### src/rtl/dtm_pkg.sv
package dtm_pkg;

  localparam int DTM_DATA_W = 32;
  localparam int DTM_ADDR_W = 5;
  localparam int DTM_CNT_W  = 24;
  localparam int DTM_PSC_W  = 8;

  // Bit positions inside the control word; software relies on them.
  localparam int DTM_EN_BIT  = 30;
  localparam int DTM_PER_BIT = 27;

  // Byte offsets of the three registers.
  localparam int DTM_OFF_CTRL = 'h00;
  localparam int DTM_OFF_INIT = 'h08;
  localparam int DTM_OFF_DATA = 'h10;

  typedef enum logic [1:0] {
    SEL_NONE = 2'd0,
    SEL_CTRL = 2'd1,
    SEL_INIT = 2'd2,
    SEL_DATA = 2'd3
  } dtm_sel_e;

endpackage

### src/rtl/dtm_regs.sv
module dtm_regs
  import dtm_pkg::*;
#(
  parameter int DATA_W  = DTM_DATA_W,
  parameter int ADDR_W  = DTM_ADDR_W,
  parameter int CNT_W   = DTM_CNT_W,
  parameter int PSC_W   = DTM_PSC_W,
  parameter int EN_BIT  = DTM_EN_BIT,
  parameter int PER_BIT = DTM_PER_BIT
) (
  input  logic              clk,
  input  logic              rst_n,
  input  logic              wr_en,
  input  logic [ADDR_W-1:0] addr,
  input  logic [DATA_W-1:0] wdata,
  input  logic [CNT_W-1:0]  count_i,
  input  logic              stop_i,
  output logic [DATA_W-1:0] rdata,
  output logic              en_o,
  output logic              per_o,
  output logic [PSC_W-1:0]  psc_o,
  output logic [CNT_W-1:0]  init_o,
  output logic              start_o
);

  localparam logic [ADDR_W-1:0] A_CTRL = ADDR_W'(DTM_OFF_CTRL);
  localparam logic [ADDR_W-1:0] A_INIT = ADDR_W'(DTM_OFF_INIT);
  localparam logic [ADDR_W-1:0] A_DATA = ADDR_W'(DTM_OFF_DATA);

  dtm_sel_e sel;

  logic             wr_ctrl;
  logic             wr_init;
  logic             ctrl_ce;
  logic             en_q,   en_d;
  logic             per_q,  per_d;
  logic [PSC_W-1:0] psc_q,  psc_d;
  logic [CNT_W-1:0] init_q, init_d;

  logic [DATA_W-1:0] ctrl_word;
  logic [DATA_W-1:0] init_word;
  logic [DATA_W-1:0] data_word;

  // Address decode
  always_comb begin
    if (addr == A_CTRL) begin
      sel = SEL_CTRL;
    end else if (addr == A_INIT) begin
      sel = SEL_INIT;
    end else if (addr == A_DATA) begin
      sel = SEL_DATA;
    end else begin
      sel = SEL_NONE;
    end
  end

  assign wr_ctrl = wr_en && (sel == SEL_CTRL);
  assign wr_init = wr_en && (sel == SEL_INIT);

  // Next state: a bus write takes priority over the hardware stop
  always_comb begin
    en_d   = en_q;
    per_d  = per_q;
    psc_d  = psc_q;
    init_d = init_q;
    if (wr_ctrl) begin
      en_d  = wdata[EN_BIT];
      per_d = wdata[PER_BIT];
      psc_d = wdata[PSC_W-1:0];
    end else if (stop_i) begin
      en_d = 1'b0;
    end
    if (wr_init) begin
      init_d = wdata[CNT_W-1:0];
    end
  end

  assign ctrl_ce = wr_ctrl || stop_i;

  always_ff @(posedge clk or negedge rst_n) begin
    if (!rst_n) begin
      en_q  <= 1'b0;
      per_q <= 1'b0;
      psc_q <= '0;
    end else if (ctrl_ce) begin
      en_q  <= en_d;
      per_q <= per_d;
      psc_q <= psc_d;
    end
  end

  always_ff @(posedge clk or negedge rst_n) begin
    if (!rst_n) begin
      init_q <= '0;
    end else if (wr_init) begin
      init_q <= init_d;
    end
  end

  // A rising enable is a start
  assign start_o = wr_ctrl && wdata[EN_BIT] && !en_q;

  // Read path
  always_comb begin
    ctrl_word                = '0;
    ctrl_word[EN_BIT]        = en_q;
    ctrl_word[PER_BIT]       = per_q;
    ctrl_word[PSC_W-1:0]     = psc_q;
  end

  generate
    if (DATA_W > CNT_W) begin : g_zext
      assign init_word = {{(DATA_W-CNT_W){1'b0}}, init_q};
      assign data_word = {{(DATA_W-CNT_W){1'b0}}, count_i};
    end else begin : g_flat
      assign init_word = init_q[DATA_W-1:0];
      assign data_word = count_i[DATA_W-1:0];
    end
  endgenerate

  always_comb begin
    unique case (sel)
      SEL_CTRL: rdata = ctrl_word;
      SEL_INIT: rdata = init_word;
      SEL_DATA: rdata = data_word;
      default:  rdata = '0;
    endcase
  end

  assign en_o   = en_q;
  assign per_o  = per_q;
  assign psc_o  = psc_q;
  assign init_o = init_q;

endmodule

### src/rtl/dtm_prescale.sv
module dtm_prescale
  import dtm_pkg::*;
#(
  parameter int PSC_W = DTM_PSC_W
) (
  input  logic             clk,
  input  logic             rst_n,
  input  logic             en_i,
  input  logic             start_i,
  input  logic [PSC_W-1:0] psc_i,
  output logic             tick_o
);

  logic [PSC_W-1:0] pc_q, pc_d;
  logic             pc_ce;

  // The >= compare also covers a divider lowered below the running phase
  assign tick_o = en_i && (pc_q >= psc_i);

  always_comb begin
    if (start_i || tick_o) begin
      pc_d = '0;
    end else begin
      pc_d = pc_q + PSC_W'(1);
    end
  end

  assign pc_ce = start_i || en_i;

  always_ff @(posedge clk or negedge rst_n) begin
    if (!rst_n) begin
      pc_q <= '0;
    end else if (pc_ce) begin
      pc_q <= pc_d;
    end
  end

endmodule

### src/rtl/dtm_count.sv
module dtm_count
  import dtm_pkg::*;
#(
  parameter int CNT_W = DTM_CNT_W
) (
  input  logic             clk,
  input  logic             rst_n,
  input  logic             start_i,
  input  logic             tick_i,
  input  logic             per_i,
  input  logic [CNT_W-1:0] init_i,
  output logic [CNT_W-1:0] count_o,
  output logic             expire_o,
  output logic             stop_o
);

  logic [CNT_W-1:0] cnt_q, cnt_d;
  logic             cnt_ce;
  logic             at_end;
  logic             exp_evt;
  logic             expire_q;

  assign at_end  = (cnt_q <= CNT_W'(1));
  assign exp_evt = tick_i && at_end;
  assign stop_o  = exp_evt && !per_i;

  always_comb begin
    if (start_i) begin
      cnt_d = init_i;
    end else if (exp_evt) begin
      cnt_d = per_i ? init_i : '0;
    end else begin
      cnt_d = cnt_q - CNT_W'(1);
    end
  end

  assign cnt_ce = start_i || tick_i;

  always_ff @(posedge clk or negedge rst_n) begin
    if (!rst_n) begin
      cnt_q <= '0;
    end else if (cnt_ce) begin
      cnt_q <= cnt_d;
    end
  end

  always_ff @(posedge clk or negedge rst_n) begin
    if (!rst_n) begin
      expire_q <= 1'b0;
    end else begin
      expire_q <= exp_evt;
    end
  end

  assign count_o  = cnt_q;
  assign expire_o = expire_q;

endmodule

### src/rtl/dtimer_channel.sv
module dtimer_channel
  import dtm_pkg::*;
#(
  parameter int DATA_W  = DTM_DATA_W,
  parameter int ADDR_W  = DTM_ADDR_W,
  parameter int CNT_W   = DTM_CNT_W,
  parameter int PSC_W   = DTM_PSC_W,
  parameter int EN_BIT  = DTM_EN_BIT,
  parameter int PER_BIT = DTM_PER_BIT
) (
  input  logic              clk,
  input  logic              rst_n,
  input  logic              wr_en,
  input  logic [ADDR_W-1:0] addr,
  input  logic [DATA_W-1:0] wdata,
  output logic [DATA_W-1:0] rdata,
  output logic              expire
);

  logic             ctrl_en;
  logic             ctrl_per;
  logic [PSC_W-1:0] ctrl_psc;
  logic [CNT_W-1:0] init_val;
  logic [CNT_W-1:0] cnt_val;
  logic             start;
  logic             stop;
  logic             tick;

  dtm_regs #(
    .DATA_W (DATA_W),
    .ADDR_W (ADDR_W),
    .CNT_W  (CNT_W),
    .PSC_W  (PSC_W),
    .EN_BIT (EN_BIT),
    .PER_BIT(PER_BIT)
  ) u_regs (
    .clk    (clk),
    .rst_n  (rst_n),
    .wr_en  (wr_en),
    .addr   (addr),
    .wdata  (wdata),
    .count_i(cnt_val),
    .stop_i (stop),
    .rdata  (rdata),
    .en_o   (ctrl_en),
    .per_o  (ctrl_per),
    .psc_o  (ctrl_psc),
    .init_o (init_val),
    .start_o(start)
  );

  dtm_prescale #(
    .PSC_W(PSC_W)
  ) u_presc (
    .clk    (clk),
    .rst_n  (rst_n),
    .en_i   (ctrl_en),
    .start_i(start),
    .psc_i  (ctrl_psc),
    .tick_o (tick)
  );

  dtm_count #(
    .CNT_W(CNT_W)
  ) u_count (
    .clk     (clk),
    .rst_n   (rst_n),
    .start_i (start),
    .tick_i  (tick),
    .per_i   (ctrl_per),
    .init_i  (init_val),
    .count_o (cnt_val),
    .expire_o(expire),
    .stop_o  (stop)
  );

endmodule

### config.mk
export PLATFORM = sky130hd
export DESIGN_NAME = dtimer_channel
export DESIGN_NICKNAME = d
export VERILOG_FILES = /design/src/rtl/dtm_pkg.sv /design/src/rtl/dtm_regs.sv /design/src/rtl/dtm_prescale.sv /design/src/rtl/dtm_count.sv /design/src/rtl/dtimer_channel.sv
export SDC_FILE = /design/constraint.sdc
export NUM_CORES = 1
export LEC_CHECK = 0
export BUFFER_PORTS_ARGS = -buffer_cell sky130_fd_sc_hd__buf_4
export CORE_ASPECT_RATIO = 0.75
export CORE_MARGIN = 8
export CORE_UTILIZATION = 50
export DETAILED_ROUTE_END_ITERATION = 10
export GPL_TIMING_DRIVEN = 0
export PLACE_DENSITY = 0.73
export SLEW_MARGIN = 10
export SYNTH_ARGS = -nofsm -noshare
export SYNTH_HDL_FRONTEND = slang
export SYNTH_SLANG_ARGS = --single-unit
### constraint.sdc
create_clock -name clk -period 3 [get_ports clk]
set_input_delay 0.6 -clock clk [delete_from_list [all_inputs] [get_ports clk]]
set_output_delay 0.6 -clock clk [all_outputs]
set_load 0.1 [all_outputs]
==> results by stage, run 1 <==
Power:
- Net switching is between 40% and 50% of the power.
- For this design the ratio of total power to cell area is roughly 820 nW/um^2.
- The leakage power is 2.25 nW.
- Combinational logic is responsible for a little under half of the overall power.
- The internal cell power is about 0.0022 W.
- The peak supply drop is about 0.00041 V.
- The total power of the final layout is ~0.004 W.
- The total net switching power is around 0.0018 W.
- Of the total power, registers draw a little over a third.
- In this run, the clock network consumes about 18% of the power.

Synthesis:
- The Yosys warning count is 0.
- The cell area that synthesis handed to floorplanning was around 4100 sq um.
- The number of register bits inferred by synthesis is 67.
- Counting every instance in the synthesized netlist gives 413.
- In the synthesized netlist the dominant register cell turns out to be sky130_fd_sc_hd__dfrtp_1.
- After synthesis, the cell types taking the most area are sky130_fd_sc_hd__dfrtp_1 41%, sky130_fd_sc_hd__mux2_2 9.1%, sky130_fd_sc_hd__o21ai_0 4.1%.
- The sequential share of the synthesized area is 41.2%.
- Yosys mapped a number of flops with a built-in enable equal to 0.
- The top cell type's share of synthesized area is 41.2%.
- Summed over all instances, the cell type with the most area after synthesis is sky130_fd_sc_hd__dfrtp_1.
- The number of different library cells in the post-synthesis netlist is between 50 and 60.
- The share of flip-flops with an asynchronous set or reset is between 90% and 100%.
- A synthesized cell averages between 9 and 10 sq um.

Clocking:
- The later pin in the worst-skew pair is clocked with a latency of 350 ps.
- The clock net sink count is 67.
- The root buffer cell chosen for the clock tree is sky130_fd_sc_hd__clkbuf_8.
- The number of H-tree branching levels is 3.
- Clock-pin slew was measured on the worst setup and hold paths at approximately 70 ps.
- TritonCTS built the clock tree.
- The largest buffer count on any clock path is 2.
- Clock tree synthesis inserted a total of 9 buffers.

STA:
- The highest clock frequency the design can meet is 0.343 GHz.
- Setup repair after global routing left no endpoint under its margin.
- The hold violation count in the final report is 0.
- For the finished layout, the period the worst path requires is about 3000 ps.
- Across all setup checks in the final design, the least slack found is 85.2 ps.
- The max-slew violation count is 0.
- Of the available clock period, the critical path in the final layout requires slightly below 100%.
- The worst-case clock skew is about 6.5 ps.
- The count of final setup violators is 0.
- The worst relative slew slack is about a fifth.
- At the pin with the least slew margin, the transition time is 1180 ps.

Global route:
- The first global-routing pass estimated roughly 18000 um of wire.
- The remaining global-route overflow is 0.
- The number of antenna violations at the first check in global routing is 0.
- The overall global routing resource usage is around a fifth.
- The pin count of the biggest net entering global routing is 68.
- The via count of the first global-routing pass is about 3.6k.

Outcome:
- The run finished with clean final reports.

Route:
- Using the TritonRoute via totals, the vias-per-cell ratio works out to between 6 and 7.
- The first detailed-routing pass ran for 6 iterations.
- The routed design uses slightly below 5000 um of met2 wire.
- The routed length on met3 is slightly below 1000 um.
- After the first detailed-routing iteration, the DRC count stood at approximately 270.
- Routed signal wires occupy layers up through met4.
- The total via count in the routed design is about 3.6k.
- The final layout contains routed wiring with a total length of approximately 11000 um.
- After detailed routing, the number of remaining DRC violations is 0.
- The average routed wire per standard cell is about 19 um.
- The count of nets left with antenna violations once routing finished came out at 0.
- The detailed router put a total of between 5000 and 6000 um of wire on met1.

Die:
- The height of the chip is between 90 and 100 um.
- The initial utilization of the core area, before any placement, comes to 51.6%.
- The floorplan has 28 rows.
- In this run the count of I/O pins placed on the die edge is between 70 and 80.
- The overall die width is between 100 and 150 um.
- The core region is about 7900 sq um.
- The die area is approximately 11000 sq um.

Finish:
- The count of non-filler cells in the finished layout is around 600.
- In the layout the commonest cells are 67 x sky130_fd_sc_hd__buf_4, 67 x sky130_fd_sc_hd__dfrtp_1, 33 x sky130_fd_sc_hd__mux2_2.
- In the final design database the tool counted roughly 540 nets.
- The number of antenna diodes in the final layout is 0.
- The area growth from synthesis to layout is 20.0%.
- The share of post-route cells with drive strength above 1 is a little under a third.
- The share of the core filled with cells is 61.9%.

Placed design:
- The congestion estimate from routability-driven global placement came to ~0.90.
- The detailed placement HPWL is between 8000 and 9000 um.
- The count of buffers from port buffering is 60.
- At the placement stage, the worst setup path has a slack of -349 ps.
- After detailed placement, the design holds a cell count of between 500 and 600.

Run:
- The tool flagged a number of max-cap violations equal to 0.

Worst setup path:
- The kind of capture point of the worst setup path is a flop.
- The startpoint kind of the worst setup timing path is a flop.
- Data arrives at the worst endpoint at about 3200 ps.
- STA puts the critical path data required time at 3280 ps.
- The critical-path maximum fanout is 7.
- The setup path with the least slack is of type reg2reg.

Min path:
- The path type of the worst min-delay path is in2async.
-- cell families (layout without fill, tap and decap cells) --
group | after synthesis | in the layout | share of synthesized area [%]
other cells | 1 | 6 | 0.0922
fa+ha+maj | 11 | 11 | 3.38
simple gates | 127 | 127 | 17.5
flops | 67 | 67 | 41.2
buf+inv | 47 | 121 | 5.26
xor+xnor | 6 | 6 | 1.29
compound gates | 112 | 112 | 19.8
mux | 42 | 42 | 11.4
-- synthesized netlist by cell type, types with 2 or more instances --
| cell | count |
|---|---|
| sky130_fd_sc_hd__a211oi_1 | 2 |
| sky130_fd_sc_hd__inv_1 | 19 |
| sky130_fd_sc_hd__mux2i_1 | 9 |
| sky130_fd_sc_hd__a21o_1 | 3 |
| sky130_fd_sc_hd__a21oi_1 | 18 |
| sky130_fd_sc_hd__nor2b_1 | 2 |
| sky130_fd_sc_hd__mux2_2 | 33 |
| sky130_fd_sc_hd__o211ai_1 | 2 |
| sky130_fd_sc_hd__nand2b_1 | 2 |
| sky130_fd_sc_hd__or4_4 | 3 |
| sky130_fd_sc_hd__nand3_1 | 13 |
| sky130_fd_sc_hd__and3_1 | 4 |
| sky130_fd_sc_hd__buf_1 | 2 |
| sky130_fd_sc_hd__buf_4 | 7 |
| sky130_fd_sc_hd__a211o_1 | 2 |
| sky130_fd_sc_hd__or3_1 | 7 |
| sky130_fd_sc_hd__nor4_1 | 6 |
| sky130_fd_sc_hd__nor3b_1 | 5 |
| sky130_fd_sc_hd__or4_1 | 2 |
| sky130_fd_sc_hd__xor2_1 | 4 |
| sky130_fd_sc_hd__clkbuf_1 | 15 |
| sky130_fd_sc_hd__nand3b_1 | 3 |
| sky130_fd_sc_hd__buf_2 | 3 |
| sky130_fd_sc_hd__nor3_1 | 12 |
| sky130_fd_sc_hd__dfrtp_1 | 67 |
| sky130_fd_sc_hd__and2_1 | 2 |
| sky130_fd_sc_hd__nand2_1 | 31 |
| sky130_fd_sc_hd__nor2_1 | 23 |
| sky130_fd_sc_hd__a22oi_1 | 2 |
| sky130_fd_sc_hd__a41o_1 | 2 |
| sky130_fd_sc_hd__o31ai_1 | 3 |
| sky130_fd_sc_hd__xnor2_1 | 2 |
| sky130_fd_sc_hd__o21a_1 | 2 |
| sky130_fd_sc_hd__o21ai_0 | 33 |
| sky130_fd_sc_hd__nand4_1 | 2 |
| sky130_fd_sc_hd__a32o_1 | 3 |
| sky130_fd_sc_hd__ha_1 | 11 |
| sky130_fd_sc_hd__a22o_1 | 18 |
| sky130_fd_sc_hd__a221o_1 | 13 |
| sky130_fd_sc_hd__nor4_4 | 2 |
-- what timing repair did --
action / CTS / global route
gates cloned: 0 / 0
hold buffers: 0 / 0
endpoints found under the setup margin: 23 / 30
endpoints found under the hold margin: 0 / 0
resized for setup: 6 / 3
buffers inserted: 0 / 0
pin swaps: 0 / 0
-- area by class of cell --
type | count | area, sq um
clock inverters | 3 | 40.0
clock buffers | 12 | 135
flip-flops and latches | 67 | 1680
multi-input cells | 304 | 2230
fillers | 719 | 3000
plain buffers | 27 | 146
inverters | 19 | 71.3
repair buffers | 60 | 450
well taps | 105 | 131
-- metal layers --
| layer | vias up | GRT usage (%) |
|---|---|---|
| met5 | - | 0 |
| met4 | 0 | 5.70 |
| met3 | 10 | 4.80 |
| met2 | 171 | 30.3 |
| met1 | 1753 | 28.9 |
| li1 | 1688 | - |
-- metrics by stage --
stage          cell area, sq um  setup TNS, ps  hold slack [ps]
2_1_floorplan              4110          -3260              304
3_3_place_gp               4690          -4150              472
3_5_place_dp               4690          -4600              483
4_1_cts                    4870              0              405
5_1_grt                    4880              0              442
6_report                   4880              0              365
-- critical path: stages (launching register included) --
cell and delay [ps]:
sky130_fd_sc_hd__dfrtp_1 440, sky130_fd_sc_hd__ha_1 290, sky130_fd_sc_hd__o21ai_0 90, sky130_fd_sc_hd__a211o_1 340, sky130_fd_sc_hd__o21a_1 270, sky130_fd_sc_hd__nor3_1 970, sky130_fd_sc_hd__a32oi_1 210, sky130_fd_sc_hd__a21bo_2 240
-- worst paths after layout --
check                                 from  slack, ps  cells after the start                   to
min                                  rst_n        370                      1     u_regs.init_o[9]
max reg2reg                u_presc.pc_q[3]         90                      7  u_count.count_o[10]
max                        u_presc.pc_q[3]         90                      7  u_count.count_o[10]
min in group clk                 wdata[16]        480                      2    u_regs.init_o[16]
min reg2reg                u_presc.pc_q[7]        490                      1      u_presc.pc_q[7]
max in group asynchronous            rst_n       2060                      1    u_regs.init_o[22]
-- flip-flops by register name, summed over array words and instances, names as in the netlist --
name              count
u_regs.per_o          1
u_regs.init_o        24
u_count.count_o      24
u_regs.psc_o          8
u_presc.pc_q          8
u_regs.en_o           1
u_count.expire_o      1
-- power groups by stage --
stage          sequential (W)  combinational (W)  clock, W
2_1_floorplan         0.00135            0.00142         0
3_3_place_gp          0.00143            0.00174         0
3_5_place_dp          0.00144            0.00179         0
4_1_cts               0.00142            0.00181  0.000726
5_1_grt               0.00147            0.00201  0.000767
6_report              0.00143            0.00184  0.000713
Power figures use the tool's default switching activity.
==> run 2: changes to the inputs <==
- CORE_ASPECT_RATIO: 0.75 -> 2
==> run 2 against run 1 <==
Compared with the run above:
- sequential share of layout area is 1.2 points lower
- fmax is 0.21% lower
- combinational power is 2% higher
- register-to-register slack better by 50 ps
- clock skew decreased by 0.85 ps
- largest cell class unchanged
- global-route usage rose by 1.7 points
- critical path depth shrank 1
- largest power group unchanged
==> results by stage, run 2 (synthesis gave the netlist of run 1 again) <==
Worst setup path:
- The length in cells of the worst reg-to-reg path is 7.
- The kind of capture point of the worst setup path is an output port.
- The critical-path maximum fanout is 10.
- The path type of the worst setup path is in2out.
- The library cell contributing the largest single delay on the critical path is sky130_fd_sc_hd__or4_1.
- The most numerous cell type found on the critical path is sky130_fd_sc_hd__buf_4.
- The worst setup path is launched from a primary input.
- Walking the worst path, the cells encountered are buf_4 -> or4_1 -> nor2_4 -> clkbuf_4 -> a22o_2 -> buf_4.
- The arrival time at the worst endpoint is roughly 2300 ps.
- The largest single stage delay on the critical path is ~620 ps.
- For the worst setup path, the data required time is ~2400 ps.

STA:
- The measured slew at the worst slew-check pin is roughly 1100 ps.
- Setup repair after global routing left no endpoint under its margin.
- For the final routed database, the setup TNS stands at 0 ps.
- The max-slew violation count is 0.
- On the final layout, the worst clock skew is roughly 5.6 ps.
- The worst relative slew slack is roughly 24%.
- Derived from the worst setup path, the maximum achievable clock frequency is 0.342 GHz.
- The final worst-path setup slack is between 70 and 80 ps.
- The worst path needs approximately 2900 ps of the cycle, external delays included.
- The final critical path takes up 97.4% of the cycle.
- Setup violations remaining at the end of the flow were counted as 0.
- The hold violation count in the final report was 0.

Die:
- The die is roughly 80 um wide.
- The I/O pin count is 73.
- Once the floorplan was initialized, standard cells occupied 51.2% of the core.
- In this run the vertical extent of the chip is around 140 um.
- The die covers 11400 sq um.
- The region available for standard cell placement spans 7940 sq um.
- The count of standard-cell rows is 46.

Clocking:
- Counting along the longest clock path gives a buffer depth of 2.
- Once the clock tree was built, the setup fixing pass inserted 0 buffers.
- After clock tree synthesis, the clock-pin slew on the worst setup and hold paths is ~50 ps.
- The total CTS buffers is 9.
- The clock net sink count is 67.
- The clock tree root buffer cell is sky130_fd_sc_hd__clkbuf_16.
- The CTS tree is yes.
- The number of H-tree branching levels is 3.
- Clock latency on the worst-skew pair, taken at its later pin, is around 340 ps.

Route:
- The iteration-0 DRC count of the detailed router is about 280.
- The total routed wirelength is approximately 12000 um.
- The mean number of vias per cell is around 6.2.
- Before antenna repair, the detailed router went through 5 iterations.
- For this block, the via count after detailed routing is approximately 3.6k.
- The average routed wire per standard cell is around 21 um.
- The antenna violation net count after detailed routing is 0.
- In the routed design, unresolved DRC markers number 0.

Finish:
- The area growth from synthesis to layout is 24.5%.
- In the final layout, the share of cells above drive strength 1 is about a third.
- In the layout the commonest cells are 67 x sky130_fd_sc_hd__dfrtp_1, 66 x sky130_fd_sc_hd__buf_4, 33 x sky130_fd_sc_hd__mux2_2.
- The number of antenna diodes in the final layout is 0.
- The number of nets in the layout is 539.
- The most common cell after layout, fill and taps aside is sky130_fd_sc_hd__dfrtp_1.

Global route:
- The overall global routing resource usage is between 20 and 25%.
- The via count of the first global-routing pass is roughly 3.9k.
- The total overflow left after global routing is 0.
- The pin count of the biggest net entering global routing is about 70.
- The number of antenna violations at the first check in global routing is 0.
- The global-route wire length before repair is ~20000 um.

Run:
- The max-capacitance violation count is 0.

Placed design:
- The congestion estimate from routability-driven global placement came to 0.950.
- At the placement stage, the worst setup path has a slack of -474 ps.
- The count of buffers from port buffering is 60.
- Summed over all nets, the half-perimeter wirelength after detailed placement is roughly 9000 um.

Power:
- For this design the ratio of total power to cell area is between 800 and 900 nW/um^2.
- The switching share of power is about two fifths.
- Cell internal power was estimated by the tool at 0.00268 W.
- Of the total power, combinational logic draws between 40% and 50%.
- For this design the static power due to leakage is roughly 2.3 nW.
- The relative contribution of the clock network to total power is 26.8%.
- The power share of the sequential group is between 30% and 40%.
- The peak supply drop is 0.000662 V.
- The total net switching power is ~0.0018 W.

Outcome:
- The run finished with clean final reports.

Min path:
- The min-delay analysis places its worst path in the category in2async.
## run 2: cell types whose count changed in the layout (fill, tap and decap cells not counted), sizes merged
cell	previous run	this run
clkinvlp	0	1
clkbuf	26	27
clkinv	2	0
bufinv	1	2
## run 2: power groups by stage
| stage | Sequential (W) | Clock (W) | Combinational, W |
|---|---|---|---|
| after floorplan | 0.00135 | 0 | 0.00142 |
| after global placement | 0.00143 | 0 | 0.00178 |
| after detailed placement | 0.00144 | 0 | 0.00181 |
| after CTS | 0.00143 | 0.00122 | 0.00183 |
| after global routing | 0.00148 | 0.00127 | 0.00206 |
| final | 0.00144 | 0.00121 | 0.00188 |
## run 2: worst paths after layout
kind,end,slack [ps],from
max reg2reg,u_count.count_o[10],140,u_presc.pc_q[3]
min in group clk,u_presc.pc_q[7],490,u_presc.pc_q[7]
max,rdata[10],80,addr[1]
min,u_regs.psc_o[1],380,rst_n
max in group asynchronous,u_count.count_o[12],2050,rst_n
min reg2reg,u_presc.pc_q[7],490,u_presc.pc_q[7]
## run 2: worst max-delay path, delay by kind of cell
family | cells | cell delay, ps
buffers and inverters | 3 | 670
AO/OA/AOI/OAI | 1 | 170
AND/OR/NAND/NOR | 2 | 860
## run 2: what timing repair did
item / 4_1_cts / 5_1_grt
hold buffers: 0 / 0
setup endpoints to repair: 30 / 30
pin swaps: 0 / 0
resized for setup: 6 / 8
## run 2: layout make-up
cell class / instances / area [sq um]
Buffer: 27 / 146
Clock buffer: 13 / 280
Clock inverter: 3 / 67.6
Fill cell: 668 / 2880
Inverter: 19 / 71.3
Multi-Input combinational cell: 304 / 2250
Sequential cell: 67 / 1680
Tap cell: 96 / 120
Timing Repair Buffer: 60 / 454
## run 2: per-stage QoR
step	utilization (%)	area (sq um)	hold WS, ps	instances	total power (W)
2_1_floorplan	-	4110	304	418	0.00277
3_3_place_gp	58.9	4680	473	574	0.00320
3_5_place_dp	58.9	4680	478	574	0.00325
4_1_cts	63.4	5040	418	589	0.00449
5_1_grt	63.8	5060	461	589	0.00480
6_report	63.8	5060	375	589	0.00453
## run 2: per-layer routing
layer	vias up	routed length [um]	GRT usage, %
met3	26	622	5.07
met5	-	0	0
met1	1798	4350	22.2
met2	130	6920	40.6
li1	1675	-	-
met4	0	280	11.1
==> run 3: changes to the inputs <==
--- a/config.mk
+++ b/config.mk
@@ -11,5 +11,4 @@
 export CORE_UTILIZATION = 50
 export DETAILED_ROUTE_END_ITERATION = 10
-export GPL_TIMING_DRIVEN = 0
 export PLACE_DENSITY = 0.73
 export SLEW_MARGIN = 10
@@ -17,2 +16,3 @@
 export SYNTH_HDL_FRONTEND = slang
 export SYNTH_SLANG_ARGS = --single-unit
+export TNS_END_PERCENT = 1
==> constraint.sdc (replaced) <==
create_clock -name clk -period 3 [get_ports clk]
set_input_delay 0.15 -clock clk [delete_from_list [all_inputs] [get_ports clk]]
set_output_delay 0.15 -clock clk [all_outputs]
set_load 0.1 [all_outputs]
==> run 3 against run 2 <==
Compared with the run above:
- combinational power about the same
- cell count fell by 2.2%
- sequential share of layout area rose by 1.1 points
- count of clock-buffer cells in the layout decreased by 2
- die area did not move
- total power is 6.2% lower
- clock skew about the same
- sequential cell count did not move
- worst setup slack gained 62 ps
- via count down 3.3%
- wire length decreased by 6.4%
==> results by stage, run 3 (synthesis gave the netlist of run 1 again) <==
Power:
- The leakage power is between 2 and 2.5 nW.
- Across the VDD grid, the largest voltage drop is slightly below 0.0006 V.
- The areal power density over the cells is roughly 870 nW/um^2.

Route:
- The average routed wire per standard cell is roughly 20 um.
- The remaining design rule violation count is 0.
- The routed design has roughly 11000 um of wire.
- The iteration-0 DRC count of the detailed router is between 150 and 200.
- The first TritonRoute pass finished after 4 iterations.
- The mean number of vias per cell is 6.09.
- The antenna violation net count after detailed routing is 0.
- The total via count in the routed design is 3508.

Global route:
- Entering global routing, the biggest net connects 68 pins.
- The number of antenna violations at the first check in global routing is 0.
- The remaining global-route overflow is 0.
- Global routing consumed, over all layers together, 20.9% of the routing resources.
- The first global-routing pass estimated 18600 um of wire.
- The via count of the first global-routing pass is around 3.7k.

Worst setup path:
- The critical path is of the reg2reg type.
- The startpoint kind of the worst setup timing path is a flop.
- For the worst setup path, the data required time is between 3000 and 4000 ps.
- The kind of capture point of the worst setup path is a flop.
- Along the worst path, the maximum fanout reaches 7.
- At the worst endpoint, the arrival time is 3140 ps.
- The minimum setup slack among reg-to-reg paths is about 140 ps.

Outcome:
- The run finished with clean final reports.

Min path:
- The tightest min-delay check is of the in2reg type.

Clocking:
- In this run the deepest clock path goes through 2 buffers.
- CTS built an H-tree with a depth of 3.
- The CTS tree is yes.
- The total CTS buffers is 9.
- Clock-pin slew was measured on the worst setup and hold paths at approximately 50 ps.
- The setup fix buffers added after clock tree synthesis is 0.
- In this run the clock root is driven by a sky130_fd_sc_hd__clkbuf_16.
- The clock net sink count is 67.
- Clock latency on the worst-skew pair, taken at its later pin, is 340 ps.

Finish:
- Once layout is done, the placed cells without fillers occupy approximately 4900 sq um.
- Measured on the finished design, the core utilization comes to 61.8%.
- The number of inserted filler cells in the final layout is approximately 700.
- Compared with the post-synthesis result, the final layout area differs by 20.6%.
- The number of nets in the layout is 530.
- In the layout the commonest cells are 76 x sky130_fd_sc_hd__buf_4, 67 x sky130_fd_sc_hd__dfrtp_1, 33 x sky130_fd_sc_hd__o21ai_0, 33 x sky130_fd_sc_hd__mux2_2, 31 x sky130_fd_sc_hd__nand2_1.
- The share of post-route cells with drive strength above 1 is approximately 28%.
- The number of diodes added for antenna fixing is 0.
- The most common cell after layout, fill and taps aside is sky130_fd_sc_hd__buf_4.

STA:
- The worst hold slack is 44.5 ps.
- The share of the clock period used by the worst path after layout is between 90 and 100%.
- After layout, the worst setup slack is 141 ps.
- Based on the critical path, the design can be clocked at up to roughly 0.35 GHz.
- Across the routed clock network, the largest skew measured is just over 6 ps.
- For the pin with the worst max-slew slack, the measured transition is ~1200 ps.
- Setup repair after global routing left no endpoint under its margin.
- The sum of negative setup slack is 0 ps.
- The hold violation count in the final report was 0.
- The worst path needs between 2000 and 3000 ps of the cycle, external delays included.
- The max-slew violation count was 0.
- In this run the tightest slew margin relative to its limit is a little over a fifth.
- The count of final setup violators is 0.

Die:
- The core region is between 7000 and 8000 sq um.
- The count of standard-cell rows is 46.
- The I/O pin count is 73.
- The die is 144 um tall.
- Once the floorplan was initialized, standard cells occupied about half of the core.
- The overall die width is about 80 um.
- The die area is between 10000 and 15000 sq um.

Run:
- Max-cap violations in this run came to 0.

Placed design:
- Summed over all nets, the half-perimeter wirelength after detailed placement is around 8500 um.
- The pre-CTS setup slack is approximately 250 ps.
- Buffers placed on the I/O ports in this run total 60.
- The final weighted congestion in routability-driven placement is around 0.94.
- The standard cell area after detailed placement is between 4000 and 5000 sq um.
-- run 3: changes by cell type in the layout (fill, tap and decap cells not counted), moves of 3 or more --
cell,delta
sky130_fd_sc_hd__a22o_1,+10
sky130_fd_sc_hd__a22o_2,-10
sky130_fd_sc_hd__buf_2,-3
sky130_fd_sc_hd__buf_4,+10
sky130_fd_sc_hd__clkbuf_1,-8
sky130_fd_sc_hd__clkbuf_2,-3
sky130_fd_sc_hd__clkbuf_8,-4
sky130_fd_sc_hd__o21ai_0,+8
sky130_fd_sc_hd__o21ai_1,-8
-- run 3: cell type report --
class	count	area, sq um	area share (%)
Tap cell	96	120	2.45
Timing Repair Buffer	78	601	12.2
Clock buffer	11	233	4.74
Sequential cell	67	1680	34.2
Multi-Input combinational cell	304	2200	44.8
Inverter	19	71.3	1.45
Clock inverter	1	5.00	0.102
-- run 3: path summary, 6_finish.rpt --
check,to,depth (start not counted),from
worst min-delay path,u_regs.init_o[19],2,wdata[19]
worst max-delay path,u_count.count_o[10],7,u_presc.pc_q[3]
min in group asynchronous,u_regs.psc_o[0],2,rst_n
max in group asynchronous,u_regs.init_o[13],2,rst_n
worst max register to register,u_count.count_o[10],7,u_presc.pc_q[3]
worst min register to register,u_presc.pc_q[7],1,u_presc.pc_q[7]
-- run 3: worst max-delay path, cell delays in order (launching register included) --
cell	delay [ps]
sky130_fd_sc_hd__dfrtp_1	420
sky130_fd_sc_hd__ha_1	290
sky130_fd_sc_hd__o21ai_0	80
sky130_fd_sc_hd__a211o_1	340
sky130_fd_sc_hd__o21a_1	270
sky130_fd_sc_hd__nor3_1	960
sky130_fd_sc_hd__a32oi_1	200
sky130_fd_sc_hd__a21bo_2	230
-- run 3: power breakdown --
| part | total [W] | switching [W] | internal [W] |
|---|---|---|---|
| sequential | 0.00150 | 0.000355 | 0.00115 |
| clock | 0.000897 | 0.000359 | 0.000538 |
| combinational | 0.00185 | 0.00109 | 0.000763 |
| total | 0.00425 | 0.00180 | 0.00245 |
-- run 3: through the flow --
step / instances / total power, W
floorplan: 418 / 0.00276
global placement: 563 / 0.00328
detailed placement: 563 / 0.00334
CTS: 576 / 0.00425
global route: 576 / 0.00452
finish: 576 / 0.00425
-- run 3: timing repair --
action | in CTS | in global routing
setup endpoints to repair | 0 | 0
resized for setup | 0 | 0
hold endpoints to repair | 67 | 0
hold buffers | 1 | 0
-- run 3: routing by layer --
layer / track usage (%) / vias to the layer above / part of all wire, %
met4: 11.5 / 0 / 3.0
met1: 21.3 / 1728 / 36
met5: 0 / - / 0
li1: - / 1655 / -
met2: 38.3 / 98 / 56
met3: 3.88 / 27 / 4.6
